--- config.mk ---
export PLATFORM = sky130hd
export DESIGN_NAME = phy_hs_seq
export DESIGN_NICKNAME = d
export VERILOG_FILES = /design/src/rtl/phy_hs_pkg.sv /design/src/rtl/phy_hs_sync.sv /design/src/rtl/phy_hs_poll.sv /design/src/rtl/phy_hs_seq.sv
export SDC_FILE = /design/constraint.sdc
export NUM_CORES = 1
export LEC_CHECK = 0
export BUFFER_PORTS_ARGS = -buffer_cell sky130_fd_sc_hd__buf_2
export CAP_MARGIN = 20
export CORE_UTILIZATION = 46
export DETAILED_ROUTE_END_ITERATION = 7
export GPL_TIMING_DRIVEN = 0
export PLACE_DENSITY = 0.75
export SYNTH_ARGS = -nofsm -noshare
export SYNTH_HDL_FRONTEND = slang
export SYNTH_HIERARCHICAL = 1
export SYNTH_SLANG_ARGS = --single-unit
--- constraint.sdc ---
create_clock -name clk -period 3 [get_ports clk]
set_input_delay 0.6 -clock clk [delete_from_list [all_inputs] [get_ports clk]]
set_output_delay 0.6 -clock clk [all_outputs]
set_load 0.005 [all_outputs]
--- src/rtl/phy_hs_pkg.sv ---
package phy_hs_pkg;

    localparam int FIELD_W  = 16;
    localparam int STRB_W   = 4;
    localparam int CTRL_W   = FIELD_W + STRB_W;
    localparam int BIT_CAPA = 16;
    localparam int BIT_CAPD = 17;
    localparam int BIT_WR   = 18;
    localparam int BIT_RD   = 19;
    localparam int STAT_ACK = 16;

    typedef enum logic [3:0] {
        ST_IDLE, ST_ADDR_SET, ST_ADDR_STB, ST_ADDR_REL,
        ST_DAT_SET, ST_DAT_STB, ST_DAT_REL, ST_WR_STB, ST_WR_REL,
        ST_RD_STB, ST_RD_REL, ST_DONE
    } seq_state_t;

    typedef struct packed {
        logic               write;
        logic [FIELD_W-1:0] addr;
        logic [FIELD_W-1:0] data;
    } acc_req_t;

    function automatic logic [CTRL_W-1:0] strobe_only(input int pos);
        logic [CTRL_W-1:0] w;
        w = '0;
        w[pos] = 1'b1;
        return w;
    endfunction

    function automatic logic [CTRL_W-1:0] ctrl_for(input seq_state_t s, input acc_req_t r);
        logic [CTRL_W-1:0] w;
        case (s)
            ST_ADDR_SET, ST_ADDR_REL:         w = {{STRB_W{1'b0}}, r.addr};
            ST_ADDR_STB:                      w = {{STRB_W{1'b0}}, r.addr} | strobe_only(BIT_CAPA);
            ST_DAT_SET, ST_DAT_REL, ST_WR_REL: w = {{STRB_W{1'b0}}, r.data};
            ST_DAT_STB:                       w = {{STRB_W{1'b0}}, r.data} | strobe_only(BIT_CAPD);
            ST_WR_STB:                        w = strobe_only(BIT_WR);
            ST_RD_STB:                        w = strobe_only(BIT_RD);
            default:                          w = '0;
        endcase
        return w;
    endfunction

    function automatic logic is_wait(input seq_state_t s);
        return (s == ST_ADDR_STB) || (s == ST_ADDR_REL) || (s == ST_DAT_STB) ||
               (s == ST_DAT_REL)  || (s == ST_WR_STB)   || (s == ST_WR_REL)  ||
               (s == ST_RD_STB)   || (s == ST_RD_REL);
    endfunction

    function automatic logic want_high(input seq_state_t s);
        return (s == ST_ADDR_STB) || (s == ST_DAT_STB) || (s == ST_WR_STB) || (s == ST_RD_STB);
    endfunction

    function automatic seq_state_t after_wait(input seq_state_t s, input logic wr);
        seq_state_t n;
        case (s)
            ST_ADDR_STB: n = ST_ADDR_REL;
            ST_ADDR_REL: n = wr ? ST_DAT_SET : ST_RD_STB;
            ST_DAT_STB:  n = ST_DAT_REL;
            ST_DAT_REL:  n = ST_WR_STB;
            ST_WR_STB:   n = ST_WR_REL;
            ST_RD_STB:   n = ST_RD_REL;
            default:     n = ST_DONE;
        endcase
        return n;
    endfunction

endpackage

--- src/rtl/phy_hs_sync.sv ---
module phy_hs_sync #(
    parameter int STAGES = 2
) (
    input  logic clk,
    input  logic rst,
    input  logic d,
    output logic q
);
    logic [STAGES-1:0] chain_q;

    generate
        if (STAGES == 1) begin : g_one
            always_ff @(posedge clk) begin
                if (rst) chain_q <= '0;
                else     chain_q <= d;
            end
        end else begin : g_many
            always_ff @(posedge clk) begin
                if (rst) chain_q <= '0;
                else     chain_q <= {chain_q[STAGES-2:0], d};
            end
        end
    endgenerate

    assign q = chain_q[STAGES-1];
endmodule

--- src/rtl/phy_hs_poll.sv ---
module phy_hs_poll #(
    parameter int GAP   = 4,
    parameter int TRIES = 10
) (
    input  logic clk,
    input  logic rst,
    input  logic arm,
    input  logic enable,
    input  logic level,
    input  logic want,
    output logic met,
    output logic expired
);
    localparam int GAP_W = $clog2(GAP + 1);
    localparam int TRY_W = $clog2(TRIES + 1);

    logic [GAP_W-1:0] gap_q;
    logic [TRY_W-1:0] try_q;
    logic             sample;

    assign sample  = enable && (gap_q == GAP_W'(GAP - 1));
    assign met     = sample && (level == want);
    assign expired = sample && (level != want) && (try_q == TRY_W'(TRIES - 1));

    always_ff @(posedge clk) begin
        if (rst || arm) begin
            gap_q <= '0;
            try_q <= '0;
        end else if (enable) begin
            if (sample) begin
                gap_q <= '0;
                try_q <= try_q + 1'b1;
            end else begin
                gap_q <= gap_q + 1'b1;
            end
        end
    end
endmodule

--- src/rtl/phy_hs_seq.sv ---
module phy_hs_seq
    import phy_hs_pkg::*;
#(
    parameter int POLL_GAP    = 4,
    parameter int MAX_POLLS   = 10,
    parameter int SYNC_STAGES = 2,
    parameter int STAT_W      = 32
) (
    input  logic                clk,
    input  logic                rst,
    input  logic                req_valid,
    output logic                req_ready,
    input  logic                req_write,
    input  logic [FIELD_W-1:0]  req_addr,
    input  logic [FIELD_W-1:0]  req_wdata,
    output logic                done,
    output logic                err,
    output logic [FIELD_W-1:0]  rdata,
    output logic [CTRL_W-1:0]   ctrl_word,
    input  logic [STAT_W-1:0]   stat_word
);
    seq_state_t         state_q, state_n;
    acc_req_t           req_q, req_n;
    logic [CTRL_W-1:0]  ctrl_q;
    logic               err_q, err_n;
    logic [FIELD_W-1:0] rdata_q, rdata_n;
    logic               ack_s, waiting, want, arm, met, expired;

    phy_hs_sync #(.STAGES(SYNC_STAGES)) u_sync (
        .clk(clk), .rst(rst), .d(stat_word[STAT_ACK]), .q(ack_s)
    );

    assign waiting = is_wait(state_q);
    assign want    = want_high(state_q);
    assign arm     = (state_n != state_q);

    phy_hs_poll #(.GAP(POLL_GAP), .TRIES(MAX_POLLS)) u_poll (
        .clk(clk), .rst(rst), .arm(arm), .enable(waiting),
        .level(ack_s), .want(want), .met(met), .expired(expired)
    );

    always_comb begin
        state_n = state_q;
        req_n   = req_q;
        err_n   = err_q;
        rdata_n = rdata_q;
        case (state_q)
            ST_IDLE: begin
                if (req_valid) begin
                    state_n = ST_ADDR_SET;
                    req_n   = '{write: req_write, addr: req_addr, data: req_wdata};
                    err_n   = 1'b0;
                    rdata_n = '0;
                end
            end
            ST_ADDR_SET: state_n = ST_ADDR_STB;
            ST_DAT_SET:  state_n = ST_DAT_STB;
            ST_DONE:     state_n = ST_IDLE;
            default: begin
                if (expired) begin
                    state_n = ST_DONE;
                    err_n   = 1'b1;
                    rdata_n = '0;
                end else if (met) begin
                    state_n = after_wait(state_q, req_q.write);
                    if (state_q == ST_RD_STB)
                        rdata_n = stat_word[FIELD_W-1:0];
                end
            end
        endcase
    end

    always_ff @(posedge clk) begin
        if (rst) begin
            state_q <= ST_IDLE;
            req_q   <= '0;
            ctrl_q  <= '0;
            err_q   <= 1'b0;
            rdata_q <= '0;
        end else begin
            state_q <= state_n;
            req_q   <= req_n;
            ctrl_q  <= ctrl_for(state_n, req_n);
            err_q   <= err_n;
            rdata_q <= rdata_n;
        end
    end

    assign req_ready = (state_q == ST_IDLE);
    assign done      = (state_q == ST_DONE);
    assign err       = err_q;
    assign rdata     = rdata_q;
    assign ctrl_word = ctrl_q;
endmodule

== Yosys cells after proc, flatten, opt, wreduce, memory -nomap -nowiden ==
Index checks and enable logic that the tools add are counted.

* Add/sub/neg operators: 2
* Eq/ne operators: 26
* Muxes and demuxes: 18
* Bitwise operators: 1
* Reduce and logical (&&, ||, !) cells: 26

{| class="wikitable"
|+ Operator list
! kind !! count
|-
| $pmux 20 s6 || 1
|-
| $mux 16 || 4
|-
| $mux 32 || 2
|-
| $eq 4x3->1 const B || 8
|-
| $pmux 16 s2 || 1
|-
| $eq 4x4->1 const B || 7
|-
| $pmux 4 s6 || 1
|-
| $eq 4x2->1 const B || 4
|-
| $mux 4 || 4
|-
| $pmux 4 s4 || 1
|-
| $logic_or 1x1->1 || 11
|-
| $eq 4x1->1 const B || 2
|-
| $reduce_bool 3->1 || 2
|-
| $reduce_or 3->1 || 2
|-
| $add 4x1->4 const B || 1
|-
| $logic_and 1x1->1 || 4
|-
| $logic_not 4->1 || 1
|-
| $ne 4x4->1 || 1
|-
| $reduce_and 2->1 || 2
|-
| $reduce_and 4->1 || 1
|-
| $add 3x1->3 const B || 1
|-
| $eq 3x2->1 const B || 1
|-
| $mux 3 || 1
|-
| $reduce_and 3->1 || 1
|-
| 8 further kinds || 9
|}

* Register bits after elaboration: 83
* Output and inout bits: 39

== Logic depth before layout (Yosys ltp) ==
* Depth in word-level cells: 16
* Gate-level depth with buffers: 17
* Mapped depth without buffers: 14

== Hierarchy ==
The synthesis kept the hierarchy.

{| class="wikitable"
|+ By module, submodules not included
! module !! instances !! cells an instance !! area an instance (um^2) !! sequential area each (um^2)
|-
| phy_hs_seq || 1 || 347 || 3233.1 || 1481.4
|-
| phy_hs_poll || 1 || 39 || 352.8 || 140.1
|-
| phy_hs_sync || 1 || 4 || 52.6 || 40.0
|}

== Worst setup path before layout ==
OpenSTA, ideal clock, no wires.

* Path type: register to register
* Start point: register state_q[1]
* End point: register u_poll.gap_q[0]
* Data arrival time: 3079 ps
* Data required time: 2930 ps
* Slack: -149 ps
* Cell stages (with the launch flop): 15
* Cells stage by stage: dfxtp_1 buf_2 buf_2 o221ai_1 nand3b_4 nor2_1 buf_6 and2b_4 or3b_4 a22o_2 a21oi_1 o211ai_1 or2_1 clkbuf_1 a21oi_1

* Cells in the longest elaborated chain, start to end: 15
* Elaborated cells between the ends (all ways): 36
* Classes of those cells: eq/ne (14); mux (6); reduce/logical (16)

{| class="wikitable"
|+ RTL lines
! element !! line !! RTL
|-
| from (decl) || phy_hs_seq.sv:22 || <nowiki>seq_state_t state_q, state_n;</nowiki>
|-
| from (signal assigned) || phy_hs_seq.sv:81 || <nowiki>state_q <= state_n;</nowiki>
|-
| $eq 4x2->1 || phy_hs_pkg.sv:46 || <nowiki>return (s == ST_ADDR_STB) || (s == ST_ADDR_REL) || (s == ST_DAT_STB) ||</nowiki>
|-
| $logic_or 1x1->1 (3 in a row) || phy_hs_pkg.sv:46 ||
|-
| $logic_or 1x1->1 (3 in a row) || phy_hs_pkg.sv:47 || <nowiki>(s == ST_DAT_REL) || (s == ST_WR_STB) || (s == ST_WR_REL) ||</nowiki>
|-
| $logic_or 1x1->1 (*) || phy_hs_pkg.sv:48 || <nowiki>(s == ST_RD_STB) || (s == ST_RD_REL);</nowiki>
|-
| named net waiting || phy_hs_seq.sv:27 || <nowiki>logic ack_s, waiting, want, arm, met, expired;</nowiki>
|-
| $logic_and 1x1->1 (*) || phy_hs_poll.sv:21 || <nowiki>assign sample = enable && (gap_q == GAP_W'(GAP - 1));</nowiki>
|-
| $logic_and 1x1->1 (*) || phy_hs_poll.sv:22 || <nowiki>assign met = sample && (level == want);</nowiki>
|-
| named net met || phy_hs_seq.sv:27 ||
|-
| $mux 4 (*) || phy_hs_seq.sv:64 || <nowiki>end else if (met) begin</nowiki>
|-
| $mux 4 (*) || phy_hs_seq.sv:60 || <nowiki>if (expired) begin</nowiki>
|-
| $pmux 4 s4 (*) || phy_hs_seq.sv:47 || <nowiki>case (state_q)</nowiki>
|-
| $ne 4x4->1 (*) || phy_hs_seq.sv:35 || <nowiki>assign arm = (state_n != state_q);</nowiki>
|-
| named net arm || phy_hs_seq.sv:27 ||
|-
| $logic_or 1x1->1 (*) || phy_hs_poll.sv:26 || <nowiki>if (rst || arm) begin</nowiki>
|-
| to (signal assigned) || phy_hs_poll.sv:34 || <nowiki>gap_q <= gap_q + 1'b1;</nowiki>
|-
| to (decl) || phy_hs_poll.sv:17 || <nowiki>logic [GAP_W-1:0] gap_q;</nowiki>
|}

The timed path passes the listed nets; every way through them passes the cells marked *.
A chain may end at the register's enable or synchronous reset.

== Worst setup path after layout ==
* Start point: register state_q[3]
* End point: register ctrl_q[6] (netlist: ctrl_word[6])

* Elaborated cells between the ends (all ways): 46
* Classes of those cells: eq/ne (22); mux (7); reduce/logical (17)

{| class="wikitable"
|+ RTL lines
! element !! line !! RTL
|-
| $eq 4x2->1 or $eq 4x3->1 (tied branches) || phy_hs_pkg.sv:52 || <nowiki>return (s == ST_ADDR_STB) || (s == ST_DAT_STB) || (s == ST_WR_STB) || (s == ST_RD_STB);</nowiki>
|-
| $logic_or 1x1->1 (2 in a row) || phy_hs_pkg.sv:52 ||
|-
| $logic_or 1x1->1 (*) || phy_hs_pkg.sv:52 ||
|-
| named net want || phy_hs_seq.sv:27 ||
|-
| $eq 1x1->1 (*) || phy_hs_poll.sv:22 ||
|-
| $logic_and 1x1->1 (*) || phy_hs_poll.sv:22 ||
|-
| named net met || phy_hs_seq.sv:27 ||
|-
| $mux 4 (*) || phy_hs_seq.sv:64 ||
|-
| $mux 4 (*) || phy_hs_seq.sv:60 ||
|-
| $pmux 4 s4 (*) || phy_hs_seq.sv:47 ||
|-
| $eq 4x3->1, or another cell as far along || phy_hs_pkg.sv:33 || <nowiki>case (s)</nowiki>
|-
| $reduce_or 3->1 or $reduce_or 2->1 (tied branches) || phy_hs_pkg.sv:33 ||
|-
| $pmux 20 s6 (*) || phy_hs_pkg.sv:33 ||
|-
| to (signal assigned) || phy_hs_seq.sv:83 || <nowiki>ctrl_q <= ctrl_for(state_n, req_n);</nowiki>
|-
| to (decl) || phy_hs_seq.sv:24 || <nowiki>logic [CTRL_W-1:0] ctrl_q;</nowiki>
|}

Marked as above.

==> run_results.csv <==
group,metric,value,unit
detailed_routing,drt_iter0_drc,145,
synth,yosys.area_share.simple,19.1,%
finish,diodes,0,
floorplanning,dieHeight,90.9,µm
worst_setup_path,startpoint_type,"flip-flop",
clocking,clk_latency,0.35,ns
sta,hold_violations,0,
status,status,"complete, but fails checks",
synth,synthCells,390,
placement,dpl.hpwl,6070,µm
synth,ys_ff_latch,83,
synth,synth_xor_area_share,1.20,%
synth,synth_ff_type,"dfxtp_1",
finish,nets,597,
clocking,cts_inserted_buffers,9,
synth,yosys_warnings,6,
floorplanning,rows,32,
floorplanning,core-area,7690,µm²
worst_hold_path,worstHoldStart,"u_sync/chain_q[0]",
sta,rsz0062_at_grt,"yes",
worst_setup_path,critPathArrivalTime,3.34,ns
placement,gp_congestion,0.855,
global_routing,grt_pass1_vias,3167,
clocking,path_clk_slew,0.09,ns
synth,synth-seq-area-share,45.7,%
clocking,cts_sinks,83,
global_routing,antenna_found_initial,0,
sta,finClkSkew,0.00944,ns
detailed_routing,routed_wl,9390,µm
synth,synthArstFlopShare,0,%
synth,avgSynthCellArea,9.33,µm²
worst_setup_path,required,3.29,ns
sta,fmax,328,MHz
detailed_routing,num_vias,3280,
floorplanning,die-width,90.9,µm
detailed_routing,routed_via_density,5.18,
power,power_density,560,nW/µm²
floorplanning,die_area,8270,µm²
sta,layout_setup_ws,-0.0486,ns
finish,drive_above_1_share,39.4,%
synth,synth.mux.area_fraction,8.80,%
worst_setup_path,r2r_slack,-0.05,ns
sta,final-max-slew-violation-count,0,
sta,slew_headroom,65.6,%
worst_setup_path,path_max_fanout,7,
sta,tns,-0.500,ns
synth,synth_edf_count,0,
clocking,cts_max_path_buffers,2,
status,violations,"negative setup slack",
worst_setup_path,critical_path_class,"flip-flop to flip-flop",
floorplanning,pin_count,107,
detailed_routing,drtAntennaViolNets,0,
power,peakVddDrop,0.412,mV
detailed_routing,drt_pass1_iterations,4,
flow_run,drv_cap,0,
synth,synth-adder-area-share,1.03,%
sta,worst_pin_slew,0.515,ns
synth,synth_cell_type_count,57,
power,p_leak,2.37,nW
synth,synth_top_family_by_area,"simple AND/OR/NAND/NOR gates",
clocking,cts_tree,"built",
sta,whs,0.454,ns
worst_setup_path,regToRegStartpoint,"state_q[3]",
synth,synth_compound_area_share,19.0,%
finish,syn2layout_area_growth,36.8,%
placement,port_buffers,91,
floorplanning,initial_utilization,47.3,%
global_routing,grt_max_degree,15,
synth,mappedNetlistNets,461,
detailed_routing,wl_per_cell,14.8,µm
detailed_routing,drc,0,
synth,synth.cell_area,3640,µm²
clocking,cts_root_buf,"clkbuf_8",
worst_setup_path,end_kind,"flip-flop",
clocking,htreeDepth,3,
clocking,cts_hold_buffers,0,
sta,setup_viol,16,
worst_setup_path,critical_path.startpoint,"state_q[3]",
sta,final.min_clock_period,3.05,ns
worst_hold_path,hold_path.class,"flip-flop to flip-flop",
global_routing,grt_pass1_wl,14800,µm
global_routing,grt_overflow,0,
sta,min_period_over_period,102,%
global_routing,gr-usage-all-layers,22.7,%
-- stage by stage --
stage	cells	power [W]	setup WS (ns)	util (%)	cell area [µm²]
3_5_place_dp	583	0.00170	-0.416	55.0	4230
3_3_place_gp	583	0.00169	-0.396	55.0	4230
6_report	633	0.00279	-0.0486	64.8	4980
4_1_cts	623	0.00273	-0.00842	62.6	4810
2_1_floorplan	390	0.00157	0.0122	-	3650
5_1_grt	633	0.00291	-0.154	64.8	4980
-- cells in the mapped netlist (4+ instances only) --
cell type   n  area, µm²
inv_1       4       15.0
buf_2      10       50.1
mux2i_1    32        320
o21bai_1   16        120
dfxtp_1    83       1660
clkbuf_1    9       33.8
nand2b_1    5       31.3
a22oi_1    17        128
buf_6       4       45.0
nor2_1     79        297
a21oi_2    10       87.6
nand2_1    28        105
nor3_1      5       25.0
o21ai_0     5       25.0
nand3_1     4       20.0
a21oi_1    19       95.1
nor2b_1     4       25.0
-- where the power goes --
part / leakage, nW / total [W] / switching [W] / internal, W
Combinational: 1.57 / 0.000617 / 0.000322 / 0.000295
Sequential: 0.678 / 0.00119 / 0.0000264 / 0.00116
Clock: 0.120 / 0.000982 / 0.000421 / 0.000562
-- layout make-up --
cell class                 instances  area (µm²)
tap                              102         128
fill                             635        2710
timing repair buffer             127         791
clock inverter                     5         110
multi-input combinational        275        1930
sequential                        83        1670
inverter                           4        18.8
clock buffer                      11         131
buffer                            26         200
-- placed cells by master (no fill, tap or decap), types with 4 or more instances in the layout --
cell type,instances
a21oi_1,12
a21oi_2,15
a22oi_1,16
buf_12,4
buf_2,96
buf_4,34
buf_6,6
clkbuf_1,9
clkbuf_8,9
dfxtp_1,79
mux2i_1,32
nand2_1,28
nand2b_1,4
nor2_1,76
nor2b_1,4
nor3_1,4
o21bai_1,16
-- metal layers --
layer	GRT usage [%]	part of all wire [%]
met4	10.1	1.2
met3	4.19	4.8
met1	27.8	44
met2	38.8	50
met5	0	0
-- sequential cells by signal, indices dropped and copies added (netlist names) --
signal	flops
state_q	4
u_poll/try_q	4
u_poll/gap_q	3
u_sync/chain_q	2
req_q	33
ctrl_word	20
rdata	16
err	1
-- final timing paths --
| check | cells past startpoint | end |
|---|---|---|
| max | 17 | ctrl_word[6] |
| min | 1 | u_sync/chain_q[1] |
| max reg2reg | 17 | ctrl_word[6] |
| min reg2reg | 1 | u_sync/chain_q[1] |
-- kinds of logic after synthesis --
group	Yosys count
muxes	32
AOI/OAI and AO/OA	90
buffers and inverters	32
and+or+nand+nor	145
DFF	83
xor gates and xnor gates	5
adders and majority gates	3
-- worst max-delay path, cell delays in order (launching register included) --
cell and delay, ns:
dfxtp_4 0.37, buf_12 0.13, nand2b_4 0.09, nor2_4 0.04, a21oi_2 0.11, o21ai_2 0.07
xor2_1 0.17, buf_4 0.14, nor2_4 0.07, buf_6 0.12, and2b_4 0.16, or3b_4 0.41
a22oi_4 0.28, nor4_2 0.08, or3_1 0.33, buf_6 0.16, buf_12 0.14, a21oi_2 0.10
-- repair_timing --
action	in CTS	in global routing
endpoints found under the setup margin	28	26
cloned	1	0
gates resized for setup	36	19
buffers inserted	25	10
pin swaps	17	19
(Power assumes the default switching activity.)
